## src/rtl/csDecPkg.sv

```systemverilog
package csDecPkg;
  parameter int AREAS = 8;
  parameter int IDX_W = $clog2(AREAS);
  parameter int SIZE_W = 4;
  parameter int TIMING_W = 3;
  parameter int BURST_W = 2;

  typedef struct packed {
    logic [SIZE_W-1:0]   sizeCode;
    logic [TIMING_W-1:0] timing;
    logic [BURST_W-1:0]  burst;
    logic                wide;
    logic                little;
    logic                writeProt;
    logic                enable;
  } areaAttr_t;

  typedef struct packed {
    logic             capture;
    logic             grant;
    logic [IDX_W-1:0] winIdx;
  } decStrobe_t;
endpackage

```

## src/rtl/csDecDatapath.sv

```systemverilog
module csDecDatapath
  import csDecPkg::*;
#(
  parameter int ADDR_W = 32,
  parameter int GRAN_BITS = 16,
  localparam int TAG_W = ADDR_W - GRAN_BITS
) (
  input  logic                clk,
  input  logic                rstN,
  input  logic                cfgWe,
  input  logic [IDX_W:0]      cfgAddr,
  input  logic [ADDR_W-1:0]   cfgWdata,
  input  logic [ADDR_W-1:0]   reqAddr,
  input  decStrobe_t          strobe,
  output logic [AREAS-1:0]    hitVec,
  output logic [AREAS-1:0]    protVec,
  output logic [AREAS-1:0]    csN,
  output logic                rspValid,
  output logic                rspErr,
  output logic [IDX_W-1:0]    rspArea,
  output logic [TIMING_W-1:0] rspTiming,
  output logic                rspWide,
  output logic                rspLittle,
  output logic [(1<<BURST_W)-1:0] rspBurstBeats
);
  areaAttr_t attrs [AREAS];
  logic [TAG_W-1:0] bases [AREAS];
  logic [TAG_W-1:0] reqTag;
  logic cfgUnused;

  assign reqTag = reqAddr[ADDR_W-1:GRAN_BITS];
  assign cfgUnused = ^{cfgWdata[15:9], cfgWdata[ADDR_W-1:20], reqAddr[GRAN_BITS-1:0]};

  for (genvar a = 0; a < AREAS; a++) begin : gArea
    logic [TAG_W-1:0] keepMask;
    logic attrSel, baseSel;
    assign attrSel = cfgWe && (cfgAddr[IDX_W:1] == IDX_W'(a)) && !cfgAddr[0];
    assign baseSel = cfgWe && (cfgAddr[IDX_W:1] == IDX_W'(a)) && cfgAddr[0];

    always_ff @(posedge clk or negedge rstN) begin
      if (!rstN) begin
        attrs[a] <= '0;
        bases[a] <= '0;
      end else begin
        if (attrSel) begin
          attrs[a].enable    <= cfgWdata[0];
          attrs[a].writeProt <= cfgWdata[1];
          attrs[a].little    <= cfgWdata[2];
          attrs[a].wide      <= cfgWdata[3];
          attrs[a].burst     <= cfgWdata[5:4];
          attrs[a].timing    <= cfgWdata[8:6];
          attrs[a].sizeCode  <= cfgWdata[19:16];
        end
        if (baseSel) bases[a] <= cfgWdata[ADDR_W-1:GRAN_BITS];
      end
    end

    assign keepMask   = {TAG_W{1'b1}} << attrs[a].sizeCode;
    assign hitVec[a]  = attrs[a].enable && (((reqTag ^ bases[a]) & keepMask) == '0);
    assign protVec[a] = attrs[a].writeProt;
  end

  always_ff @(posedge clk or negedge rstN) begin
    if (!rstN) begin
      csN           <= '1;
      rspValid      <= 1'b0;
      rspErr        <= 1'b0;
      rspArea       <= '0;
      rspTiming     <= '0;
      rspWide       <= 1'b0;
      rspLittle     <= 1'b0;
      rspBurstBeats <= '0;
    end else begin
      rspValid <= strobe.capture;
      rspErr   <= strobe.capture && !strobe.grant;
      if (strobe.grant) begin
        csN           <= ~(AREAS'(1) << strobe.winIdx);
        rspArea       <= strobe.winIdx;
        rspTiming     <= attrs[strobe.winIdx].timing;
        rspWide       <= attrs[strobe.winIdx].wide;
        rspLittle     <= attrs[strobe.winIdx].little && (strobe.winIdx != '0);
        rspBurstBeats <= (1<<BURST_W)'(1) << attrs[strobe.winIdx].burst;
      end else begin
        csN           <= '1;
        rspArea       <= '0;
        rspTiming     <= '0;
        rspWide       <= 1'b0;
        rspLittle     <= 1'b0;
        rspBurstBeats <= '0;
      end
    end
  end
endmodule

```

## src/rtl/csDecCtrl.sv

```systemverilog
module csDecCtrl
  import csDecPkg::*;
(
  input  logic             reqValid,
  input  logic             reqWrite,
  input  logic [AREAS-1:0] hitVec,
  input  logic [AREAS-1:0] protVec,
  output decStrobe_t       strobe
);
  logic [IDX_W-1:0] winIdx;
  logic anyHit, refused;

  always_comb begin
    winIdx = '0;
    for (int i = AREAS - 1; i >= 0; i--) begin
      if (hitVec[i]) winIdx = IDX_W'(i);
    end
  end

  assign anyHit  = |hitVec;
  assign refused = !anyHit || (reqWrite && protVec[winIdx]);

  assign strobe.capture = reqValid;
  assign strobe.grant   = reqValid && !refused;
  assign strobe.winIdx  = winIdx;
endmodule

```

## src/rtl/csDecoder.sv

```systemverilog
module csDecoder
  import csDecPkg::*;
#(
  parameter int ADDR_W = 32,
  parameter int GRAN_BITS = 16
) (
  input  logic                clk,
  input  logic                rstN,
  input  logic                cfgWe,
  input  logic [IDX_W:0]      cfgAddr,
  input  logic [ADDR_W-1:0]   cfgWdata,
  input  logic                reqValid,
  input  logic                reqWrite,
  input  logic [ADDR_W-1:0]   reqAddr,
  output logic [AREAS-1:0]    csN,
  output logic                rspValid,
  output logic                rspErr,
  output logic [IDX_W-1:0]    rspArea,
  output logic [TIMING_W-1:0] rspTiming,
  output logic                rspWide,
  output logic                rspLittle,
  output logic [(1<<BURST_W)-1:0] rspBurstBeats
);
  logic [AREAS-1:0] hitVec, protVec;
  decStrobe_t strobe;

  csDecCtrl uCtrl (
    .reqValid(reqValid), .reqWrite(reqWrite),
    .hitVec(hitVec), .protVec(protVec), .strobe(strobe)
  );

  csDecDatapath #(.ADDR_W(ADDR_W), .GRAN_BITS(GRAN_BITS)) uPath (
    .clk(clk), .rstN(rstN),
    .cfgWe(cfgWe), .cfgAddr(cfgAddr), .cfgWdata(cfgWdata),
    .reqAddr(reqAddr), .strobe(strobe),
    .hitVec(hitVec), .protVec(protVec),
    .csN(csN), .rspValid(rspValid), .rspErr(rspErr), .rspArea(rspArea),
    .rspTiming(rspTiming), .rspWide(rspWide), .rspLittle(rspLittle),
    .rspBurstBeats(rspBurstBeats)
  );
endmodule

```

## config.mk

```make
export PLATFORM = sky130hd
export DESIGN_NAME = csDecoder
export DESIGN_NICKNAME = d
export VERILOG_FILES = /design/src/rtl/csDecPkg.sv /design/src/rtl/csDecDatapath.sv /design/src/rtl/csDecCtrl.sv /design/src/rtl/csDecoder.sv
export SDC_FILE = /design/constraint.sdc
export NUM_CORES = 1
export LEC_CHECK = 0
export CAP_MARGIN = 20
export CORE_ASPECT_RATIO = 2
export CORE_MARGIN = 5
export CORE_UTILIZATION = 45
export CTS_BUF_LIST = sky130_fd_sc_hd__clkbuf_8
export DETAILED_ROUTE_END_ITERATION = 16
export GPL_TIMING_DRIVEN = 0
export PLACE_DENSITY = 0.69
export SLEW_MARGIN = 0
export SYNTH_ARGS = -nofsm -noshare
export SYNTH_HDL_FRONTEND = slang
export SYNTH_SLANG_ARGS = --single-unit
```

## constraint.sdc

```tcl
create_clock -name clk -period 3.2 [get_ports clk]
set_input_delay 0.32 -clock clk [delete_from_list [all_inputs] [get_ports clk]]
set_output_delay 0.32 -clock clk [all_outputs]
set_load 0.1 [all_outputs]
```

==> metrics.cfg, run 1 <==
[timing]
setup_tns_ns = -0.373
max_freq_mhz = 304
rsz0062_at_grt = yes
setup_viol = 8
fin_crit_sh = 1.03
tightest_slew_ns = 0.974
hold_viol_final = 0
finClkSkew_ns = 0.0185
maxSlewHeadroom = 0.351
drv_slew = 0
fin_ws_ns = -0.0882
fin_crit_ns = 3.29

[floorplanning]
core_sq_um = 27400
fp-row-count = 86
die_x_um = 128
die_area_sq_um = 31300
ioPinCount = 95
start_util = 0.454
die_height_um = 245

[yosys]
synth_edf_count = 0
avgSynthCellArea_sq_um = 12.5
synth-main-ff-cell = dfrtp_1
seq_area_frac_synth = 0.509
synth_fp_nets = 1068
netlist_instances = 995
syn_area_sq_um = 12500
synthArstFlopShare = 1.00
yosysWarnings = 0
ys_seq_elements = 253
synth.distinct_cells = 75

[run]
maxCapViolations = 0

[power]
p_per_area_nw_per_um2 = 640
p_leak_nw = 6.08
ir_drop_mv = 0.298

[critical_path]
startpoint = uPath.bases[77]
crit_path_start_kind = register
crit_arrival_ns = 3.76
path_class = register to register
rr_startpoint = uPath.bases[77]
end_kind = register
cp_max_fo = 4
required_ns = 3.67

[global_routing]
overflow = 0
grt_pass1_wl_um = 51300
grt_pass1_vias = 8752
antenna_found_initial = 2
grt_usage = 0.213
grt_max_degree = 117

[drt]
drt_iter0_drc = 400
wl_per_cell_um = 22.2
via_count = 8327
drtPass1Iterations = 5
ant_nets = 0
viasPerCell = 5.60
route.detailed.drc = 0
wirelength_um = 33000

[final_layout]
layout.nets = 1176
regArea_sq_um = 6350
fin_cells = 1486
fillCellCount = 2363
syn2layout_area_growth_pct = 18.0
layout-drive-gt1-share = 0.345
multi_input_area_sq_um = 6050
layout_commonest_cell = dfrtp_1
fin_area_sq_um = 14700
final_cell_mix = dfrtp_1 (237), mux2_2 (231), xnor2_1 (68)
final_core_util = 0.536

[clock_tree]
clk_latency_ns = 0.55
cts.sinks = 253
cts_tree = built
htreeDepth = 2
clk_path_buf_depth = 3
path_clk_slew_ns = 0.07
cts-root-buf = clkbuf_8
cts_made_buffers = 37

[place]
dp.cells = 1404
dp_hpwl_um = 24100
place_area_sq_um = 13500
place_congestion = 0.884
pre_cts_ws_ns = -0.580
io_buffers = 55

[worst_hold_path]
min_path_type = input pin to asynchronous set/reset pin

[outcome]
violations = negative setup slack
outcome = complete, but fails checks

==> registers in the layout, indices dropped and copies added, names as in the netlist <==
| register | flops |
|---|---|
| uPath.rspTiming | 3 |
| uPath.csN | 8 |
| uPath.rspArea | 3 |
| uPath.rspValid | 1 |
| uPath.protVec | 8 |
| uPath.rspErr | 1 |
| uPath.attrs | 95 |
| uPath.bases | 128 |
| uPath.rspWide | 1 |
| uPath.rspLittle | 1 |
| uPath.rspBurstBeats | 4 |
==> through the flow <==
step,power (mW),hold WS (ns)
5_1_grt,9.88,0.337
6_report,9.40,0.283
4_1_cts,9.42,0.289
3_5_place_dp,6.52,0.289
3_3_place_gp,6.44,0.481
2_1_floorplan,5.90,0.0244
==> critical path, stage by stage, from the launching register on <==
cell       delay, ns
dfrtp_2         0.44
xnor2_4         0.20
maj3_2          0.21
a22oi_2         0.06
a2111oi_4       0.31
buf_4           0.20
nand2_2         0.07
a221oi_4        0.28
buf_6           0.16
mux2_4          0.31
a221oi_4        0.26
o211a_4         0.23
or3b_1          0.36
nor2_1          0.12
==> logic make-up after synthesis <==
logic type,Yosys count,share of synthesized area
AND/OR/NAND/NOR,132,0.0545
flip-flops,253,0.509
adder cells (fa/ha/maj),3,0.00261
XOR/XNOR,128,0.0921
AO/OA/AOI/OAI,170,0.0987
buffers and inverters,65,0.0239
multiplexers,244,0.219
==> synthesized netlist by cell type, drive strengths merged, types with 3 or more instances <==
master   instances  share of area
a2111oi          3         0.0046
a211o            3         0.0021
a211oi           6         0.0036
a21o             9         0.0054
a21oi           34          0.014
a221o            3         0.0025
a221oi           5         0.0054
a22oi           10         0.0068
a31oi            5         0.0025
and2             9         0.0047
buf             30          0.013
clkbuf          28         0.0084
dfrtp          245           0.49
dfstp            8          0.017
inv              7         0.0021
maj3             3         0.0026
mux2           234           0.21
mux2i           10         0.0080
nand2           35          0.011
nand2b          12         0.0060
nand3           13         0.0052
nand3b           5         0.0030
nand4            4         0.0020
nor2            26         0.0078
nor2b            6         0.0030
nor3             8         0.0036
nor3b            5         0.0034
o211ai           7         0.0046
o21a            13         0.0078
o21ai           35          0.014
o221ai           5         0.0035
o22ai            7         0.0035
o31ai            4         0.0024
or3              3         0.0015
xnor2           70          0.051
xor2            58          0.041
==> cell type report <==
class | count | share of cell area
buffer | 51 | 0.0174
clock inverter | 16 | 0.00638
tap | 352 | 0.0300
antenna | 2 | 0.000340
sequential | 253 | 0.432
timing repair buffer | 76 | 0.0522
inverter | 7 | 0.00179
clock buffer | 52 | 0.0487
multi-input combinational | 677 | 0.411
==> final timing paths <==
check,cells after the start,slack [ns],end
min,2,0.28,uPath.attrs[100]
min reg2reg,1,0.51,uPath.attrs[70]
max in group asynchronous,4,1.55,uPath.attrs[23]
max,13,-0.09,uPath.rspBurstBeats[3]
max reg2reg,13,-0.09,uPath.rspBurstBeats[3]
min in group clk,1,0.37,uPath.rspValid
==> power by group <==
group	switching, mW	total, mW	internal (mW)
logic	1.01	2.17	1.16
registers	0.538	4.43	3.89
clock network	1.28	2.81	1.52
==> timing repair <==
action / CTS / global route
hold endpoints to repair: 53 / 0
pin swaps: 12 / 15
gates resized for setup: 34 / 24
cloned: 0 / 1
endpoints found under the setup margin: 21 / 21
hold buffers: 1 / 0
buffers inserted: 7 / 10
==> routing by layer <==
| layer | global-route usage | up-vias | part of all wire |
|---|---|---|---|
| met1 | 0.235 | 4203 | 0.36 |
| met3 | 0.0289 | 90 | 0.040 |
| met5 | 0 | - | 0.00024 |
| met2 | 0.395 | 235 | 0.55 |
| li1 | - | 3797 | - |
| met4 | 0.106 | 2 | 0.051 |
Note: power is estimated with default switching activity, not from simulation.
==> inputs of run 2 (changes only) <==
--- a/config.mk
+++ b/config.mk
@@ -13,7 +13,7 @@
 export DETAILED_ROUTE_END_ITERATION = 16
 export GPL_TIMING_DRIVEN = 0
 export PLACE_DENSITY = 0.69
-export SLEW_MARGIN = 0
+export SLEW_MARGIN = 5
 export SYNTH_ARGS = -nofsm -noshare
 export SYNTH_HDL_FRONTEND = slang
 export SYNTH_SLANG_ARGS = --single-unit
==> metrics.cfg, run 2 (synthesis gave the netlist of run 1 again) <==
[timing]
max_freq_mhz = 301  ; -1.2%
finClkSkew_ns = 0.0206  ; +0.00211 ns
fin_crit_sh = 1.04  ; +0.0123
fin_ws_ns = -0.128  ; -0.0395 ns
rsz0062_at_grt = yes
maxSlewHeadroom = 0.355  ; +0.00370
drv_slew = 0  ; unchanged
tightest_slew_ns = 0.965  ; -0.00857 ns
fin_crit_ns = 3.33  ; +0.0395 ns
setup_tns_ns = -0.845  ; -0.472 ns
hold_viol_final = 0  ; unchanged
setup_viol = 12  ; +4

[final_layout]
layout-drive-gt1-share = 0.344  ; -0.000856
reg_top3 = uPath.bases: 128 flops, uPath.attrs: 95 flops
final_core_util = 0.536  ; about the same
largest_register = uPath.bases
final_cell_mix = dfrtp_1 (239), mux2_2 (229), xnor2_1 (68)
layout.nets = 1176  ; unchanged
layout_commonest_cell = dfrtp_1
fin_area_sq_um = 14700  ; about the same
largest_reg_flops = 128  ; unchanged
syn2layout_area_growth_pct = 17.9  ; about the same

[critical_path]
cp_max_fo = 10  ; +6
crit_path_start_kind = register
crit_arrival_ns = 3.73  ; -0.03 ns
end_kind = register
required_ns = 3.61  ; -0.06 ns
path_class = register to register

[worst_hold_path]
min_path_type = input pin to asynchronous set/reset pin

[global_routing]
overflow = 0  ; unchanged
grt_max_degree = 115  ; -1.7%
antenna_found_initial = 2  ; unchanged
grt_pass1_wl_um = 51800  ; +1.0%
global_route.usage.met2 = 0.396  ; +0.000776
busiest_layer = met2
grt_pass1_vias = 8876  ; +1.4%
grt_usage = 0.215  ; +0.00147
use_met3 = 0.0302  ; +0.00130
use_met1 = 0.234  ; -0.000393

[power]
combPwrFrac = 0.238  ; +0.007
pwr-share-clk = 0.286  ; -0.012
total_power_mw = 9.26  ; -1.5%
net-switching-power_mw = 2.80  ; -0.97%
ir_drop_mv = 0.223  ; -25%
internal-power_mw = 6.46  ; -1.8%
p_leak_nw = 6.11  ; +0.44%
switching_share = 0.303  ; +0.00171
p_per_area_nw_per_um2 = 630  ; -1.5%
power_frac_seq = 0.476  ; +0.005

[drt]
ant_nets = 0  ; unchanged
via_count = 8340  ; +0.16%
drt_iter0_drc = 504  ; +26%
drtPass1Iterations = 7  ; +2
wirelength_um = 33100  ; +0.20%
route.detailed.drc = 0  ; unchanged
wl_per_cell_um = 22.3  ; +0.47%
viasPerCell = 5.63  ; +0.43%

[clock_tree]
cts-root-buf = clkbuf_8
htreeDepth = 2  ; unchanged
clk_latency_ns = 0.53  ; -0.02 ns
path_clk_slew_ns = 0.07  ; about the same
cts_made_buffers = 36  ; -2.7%
cts_tree = built
cts.sinks = 253  ; unchanged
clk_path_buf_depth = 3  ; unchanged

[floorplanning]
ioPinCount = 95  ; unchanged
core_sq_um = 27400  ; unchanged
start_util = 0.454  ; unchanged
fp-row-count = 86  ; unchanged
die_area_sq_um = 31300  ; unchanged
die_x_um = 128  ; unchanged
die_height_um = 245  ; unchanged

[place]
dp_hpwl_um = 24200  ; +0.29%
place_congestion = 0.884  ; unchanged
io_buffers = 55  ; unchanged
place_area_sq_um = 13500  ; unchanged

[outcome]
violations = negative setup slack
outcome = complete, but fails checks

[run]
maxCapViolations = 0  ; unchanged

## run 2: changes by cell type in the layout (fill, tap and decap cells not counted), sizes merged
| cell | change |
|---|---|
| clkinvlp | -1 |
| clkinv | +2 |
| clkbuf | -4 |
| diode | -1 |
## run 2: stage by stage
stage	std cells	hold WS (ns)	setup WS [ns]
3_3_place_gp	1402	0.481	-8.93
3_5_place_dp	1404	0.287	-0.552
5_1_grt	1482	0.356	-0.224
6_report	1482	0.305	-0.128
2_1_floorplan	995	0.0244	0.148
4_1_cts	1476	0.309	-0.105
## run 2: worst max-delay path, stage by stage (launching register included)
cell and delay, ns:
dfrtp_1 0.35, buf_2 0.23, nand2_1 0.13, a21oi_2 0.23
nand2_1 0.12, o41ai_4 0.45, and3_1 0.26, a221oi_4 0.06
buf_6 0.15, buf_6 0.12, buf_6 0.13, mux2_1 0.20
nand2_1 0.09, a21o_1 0.18, a221o_1 0.36, nor2b_1 0.15
## run 2: worst paths after layout
path	from	to	slack, ns	depth (start not counted)
worst max-delay path	uPath.attrs[76]	uPath.rspBurstBeats[0]	-0.13	15
worst min-delay path	rstN	uPath.bases[117]	0.30	2
worst max register to register	uPath.attrs[76]	uPath.rspBurstBeats[0]	-0.13	15
worst min register to register	uPath.attrs[70]	uPath.attrs[70]	0.51	1
max in group asynchronous	rstN	uPath.bases[77]	1.54	4
min in group clk	reqValid	uPath.rspValid	0.38	1
## run 2: layer usage
layer | up-vias | share of wire
met4 | 2 | 0.054
li1 | 3774 | -
met1 | 4234 | 0.36
met3 | 103 | 0.040
met5 | - | 0.00027
met2 | 227 | 0.55
## run 2: cell type report
type / instances / area (sq um)
antenna: 1 / 2.50
buffer: 51 / 251
clock buffer: 47 / 647
clock inverter: 17 / 96.3
fill: 2433 / 12700
inverter: 7 / 26.3
multi-input combinational: 677 / 6070
sequential: 253 / 6350
tap: 352 / 440
timing repair buffer: 77 / 807
## run 2: power by group through the flow
stage | logic (mW) | registers (mW) | clock network [mW]
final | 2.20 | 4.41 | 2.64
after global routing | 2.41 | 4.49 | 2.85
after CTS | 2.18 | 4.40 | 2.71
after detailed placement | 2.10 | 4.43 | 0
after global placement | 2.04 | 4.40 | 0
after floorplan | 1.58 | 4.32 | 0
## run 2: what timing repair did
action,CTS,global route
endpoints found under the hold margin,53,0
resized for setup,41,23
hold buffers,1,0
pin swaps,14,14
endpoints found under the setup margin,21,19
buffers inserted,12,7
==> inputs of run 3 (changes only) <==
--- a/config.mk
+++ b/config.mk
@@ -5,6 +5,8 @@
 export SDC_FILE = /design/constraint.sdc
 export NUM_CORES = 1
 export LEC_CHECK = 0
+export ABC_AREA = 1
+export ABC_CLOCK_PERIOD_IN_PS = 3200
 export CAP_MARGIN = 20
 export CORE_ASPECT_RATIO = 2
 export CORE_MARGIN = 5
@@ -12,7 +14,7 @@
 export CTS_BUF_LIST = sky130_fd_sc_hd__clkbuf_8
 export DETAILED_ROUTE_END_ITERATION = 16
 export GPL_TIMING_DRIVEN = 0
-export PLACE_DENSITY = 0.69
+export PLACE_DENSITY = 0.68
 export SLEW_MARGIN = 5
 export SYNTH_ARGS = -nofsm -noshare
 export SYNTH_HDL_FRONTEND = slang
==> metrics.cfg, run 3 <==
[yosys]
syn_area_sq_um = 12900  ; +3.7%
ys_seq_elements = 253  ; unchanged
netlist_instances = 1618  ; +63%
synth_edf_count = 0  ; unchanged
synth-main-ff-cell = dfrtp_1
netlist_top_cells_count = nand2_1 (482), o21ai_0 (278), dfrtp_1 (245), inv_1 (120), nor2_1 (114)
seq_area_frac_synth = 0.491  ; -0.0182
synth.distinct_cells = 42  ; -44%
synth.area.top_cells = dfrtp_1 (47%), nand2_1 (14%), o21ai_0 (11%)
synthArstFlopShare = 1.00  ; unchanged
post-synth-top-area-cell = dfrtp_1
yosysMostFrequentCell = nand2_1
synth_top_area_frac = 0.474  ; -0.0176
avgSynthCellArea_sq_um = 7.99  ; -36%
synth_fp_nets = 1691  ; +58%
yosysWarnings = 0  ; unchanged

[timing]
max_freq_mhz = 335  ; +11%
setup_viol = 0  ; -12
tightest_slew_ns = 0.974  ; +0.00900 ns
maxSlewHeadroom = 0.349  ; -0.00602
drv_slew = 0  ; unchanged
fin_ws_ns = 0.213  ; +0.340 ns
fin_crit_ns = 2.99  ; -0.340 ns
finClkSkew_ns = 0.0236  ; +0.00303 ns
fin_crit_sh = 0.933  ; -0.106
hold_viol_final = 0  ; unchanged
rsz0062_at_grt = no

[drt]
drt_iter0_drc = 1045  ; +110%
route.detailed.drc = 0  ; unchanged
drtPass1Iterations = 8  ; +1
via_count = 11200  ; +35%
viasPerCell = 5.35  ; -4.8%
ant_nets = 0  ; unchanged
wirelength_um = 40100  ; +21%
wl_per_cell_um = 19.1  ; -14%

[global_routing]
grt_pass1_wl_um = 61400  ; +19%
overflow = 0  ; unchanged
grt_max_degree = 120  ; +4.3%
grt_usage = 0.248  ; +0.0336
antenna_found_initial = 1  ; -1
grt_pass1_vias = 11000  ; +24%

[floorplanning]
die_area_sq_um = 32400  ; +3.5%
fp-row-count = 87  ; +1.2%
core_sq_um = 28300  ; +3.1%
start_util = 0.457  ; +0.00250
die_x_um = 130  ; +1.7%
ioPinCount = 95  ; unchanged
die_height_um = 250  ; +1.8%

[critical_path]
rr_startpoint = uPath.attrs[102]
crit_path_start_kind = register
r2r-end = uPath.rspTiming[0]
end_kind = register
crit_arrival_ns = 3.47  ; -0.26 ns
startpoint = uPath.attrs[102]
crit_path_top_delay_cell = dfrtp_1
endpoint = uPath.rspTiming[0]
cpLargestDelayFamily = simple AND/OR/NAND/NOR gates
r2r_cells = 18  ; +3
cpMostUsedCell = nand2_1
path_class = register to register
cp_num_cells = 18  ; +3
cp_max_fo = 10  ; unchanged
required_ns = 3.69  ; +0.08 ns
r2r_slack_ns = 0.21  ; +0.34 ns
critPathBufInv = 2  ; -2
path_cells = or2_1, nor2_1, nand2_1, o21ai_1, nor2_1, nand2_1, nand2_1, nand2_4, nand2_4, nor3_4, o21ai_4, inv_4, o21ai_0, nor2_1, nand2_1, o21ai_1, inv_1, nor2_4
slowest_delay_ns = 0.47  ; +0.02 ns

[final_layout]
syn2layout_area_growth_pct = 14.4
largest_register = uPath.bases
layout_commonest_cell = nand2_1
fillCellCount = 2719  ; +12%
layout-drive-gt1-share = 0.0913  ; -0.252
layout.nets = 1791  ; +52%
largest_reg_flops = 128  ; unchanged
fin_cells = 2099  ; +42%
final_core_util = 0.522  ; -0.0132
fin_area_sq_um = 14800  ; +0.60%
reg_top3 = uPath.bases: 128 flops, uPath.attrs: 95 flops
final_cell_mix = nand2_1 (480), o21ai_0 (276), dfrtp_1 (243)

[clock_tree]
path_clk_slew_ns = 0.07  ; about the same
clk_path_buf_depth = 3  ; unchanged
htreeDepth = 2  ; unchanged
cts_made_buffers = 36  ; unchanged
cts.sinks = 253  ; unchanged
clk_latency_ns = 0.55  ; +0.02 ns
cts_tree = built
cts-root-buf = clkbuf_8

[place]
io_buffers = 58  ; +5.5%
place_area_sq_um = 14000  ; +3.7%
pre_cts_ws_ns = -0.696  ; -0.144 ns
dp.cells = 2034  ; +45%
place_congestion = 1.02  ; +15%
dp_hpwl_um = 30100  ; +25%

[run]
maxCapViolations = 0  ; unchanged

[power]
combPwrFrac = 0.219  ; -0.019
pwr-share-clk = 0.296  ; +0.010
net-switching-power_mw = 2.91  ; +3.9%
switching_share = 0.330  ; +0.0278
internal-power_mw = 5.90  ; -8.6%
p_leak_nw = 7.13  ; +17%
p_per_area_nw_per_um2 = 596  ; -5.4%
power_frac_seq = 0.485  ; +0.009
ir_drop_mv = 0.225  ; +0.99%

[worst_hold_path]
min_path_type = input pin to asynchronous set/reset pin

[outcome]
outcome = finished, final reports clean

==> run 3: changes by cell type in the layout (fill, tap and decap cells not counted), sizes merged, moves of 61 or more <==
cell / previous run / this run
nand2: 35 / 497
o21ai: 35 / 291
mux2: 234 / 0
inv: 18 / 139
nor2: 26 / 130
nand3: 13 / 74
==> run 3: layer usage <==
metal  part of all wire  vias to the layer above  routed length (um)  GRT usage
met2               0.51                      429               20500      0.435
met4              0.092                        0                3690      0.182
li1                   -                     5382                   -          -
met5                  0                        -                   0          0
met3              0.047                      164                1880     0.0261
met1               0.35                     5265               14100      0.270
==> run 3: cell type report <==
class | instances | area, sq um | area share
Sequential cell | 253 | 6340 | 0.429
Multi-Input combinational cell | 1156 | 5680 | 0.384
Clock buffer | 48 | 661 | 0.0447
Timing Repair Buffer | 62 | 657 | 0.0444
Inverter | 129 | 487 | 0.0329
Buffer | 80 | 448 | 0.0303
Tap cell | 356 | 445 | 0.0301
Clock inverter | 13 | 57.6 | 0.00389
Antenna cell | 2 | 5.00 | 0.000339
==> run 3: worst min path at each step <==
stage	to	from	slack, ns
6_report	uPath.bases[18]	rstN	0.25
5_1_grt	uPath.rspValid	reqValid	0.28
2_1_floorplan	uPath.attrs[0]	rstN	0.02
4_1_cts	uPath.bases[18]	rstN	0.24
3_3_place_gp	uPath.attrs[99]	uPath.attrs[99]	0.46
3_5_place_dp	uPath.attrs[8]	rstN	0.23
==> run 3: kinds of logic after synthesis <==
group	Yosys count	synth area share
DFF	253	0.491
buffers and inverters	209	0.0717
and+or+nand+nor	748	0.251
xor gates and xnor gates	84	0.0569
AOI/OAI and AO/OA	324	0.130
==> run 3: power groups by stage <==
stage	clock network, mW	registers (mW)	logic [mW]
floorplan	0	4.19	1.40
global placement	0	4.30	1.85
detailed placement	0	4.31	1.91
CTS	2.63	4.26	1.92
global route	2.77	4.34	2.20
finish	2.61	4.28	1.93
==> run 3: timing repair <==
action | CTS | global route
hold buffers | 1 | 0
endpoints found under the hold margin | 39 | 0
setup endpoints to repair | 4 | 5
resized for setup | 1 | 12
pin swaps | 0 | 4
buffers inserted | 0 | 1
==> run 3: metrics by stage <==
step                      power, mW  hold WS, ns   TNS, ns
after floorplan                5.59       0.0244         0
after global placement         6.15        0.458  -2203.65
after detailed placement       6.22        0.231     -7.29
after CTS                      8.82        0.243         0
after global routing           9.31        0.276         0
final                          8.82        0.251         0
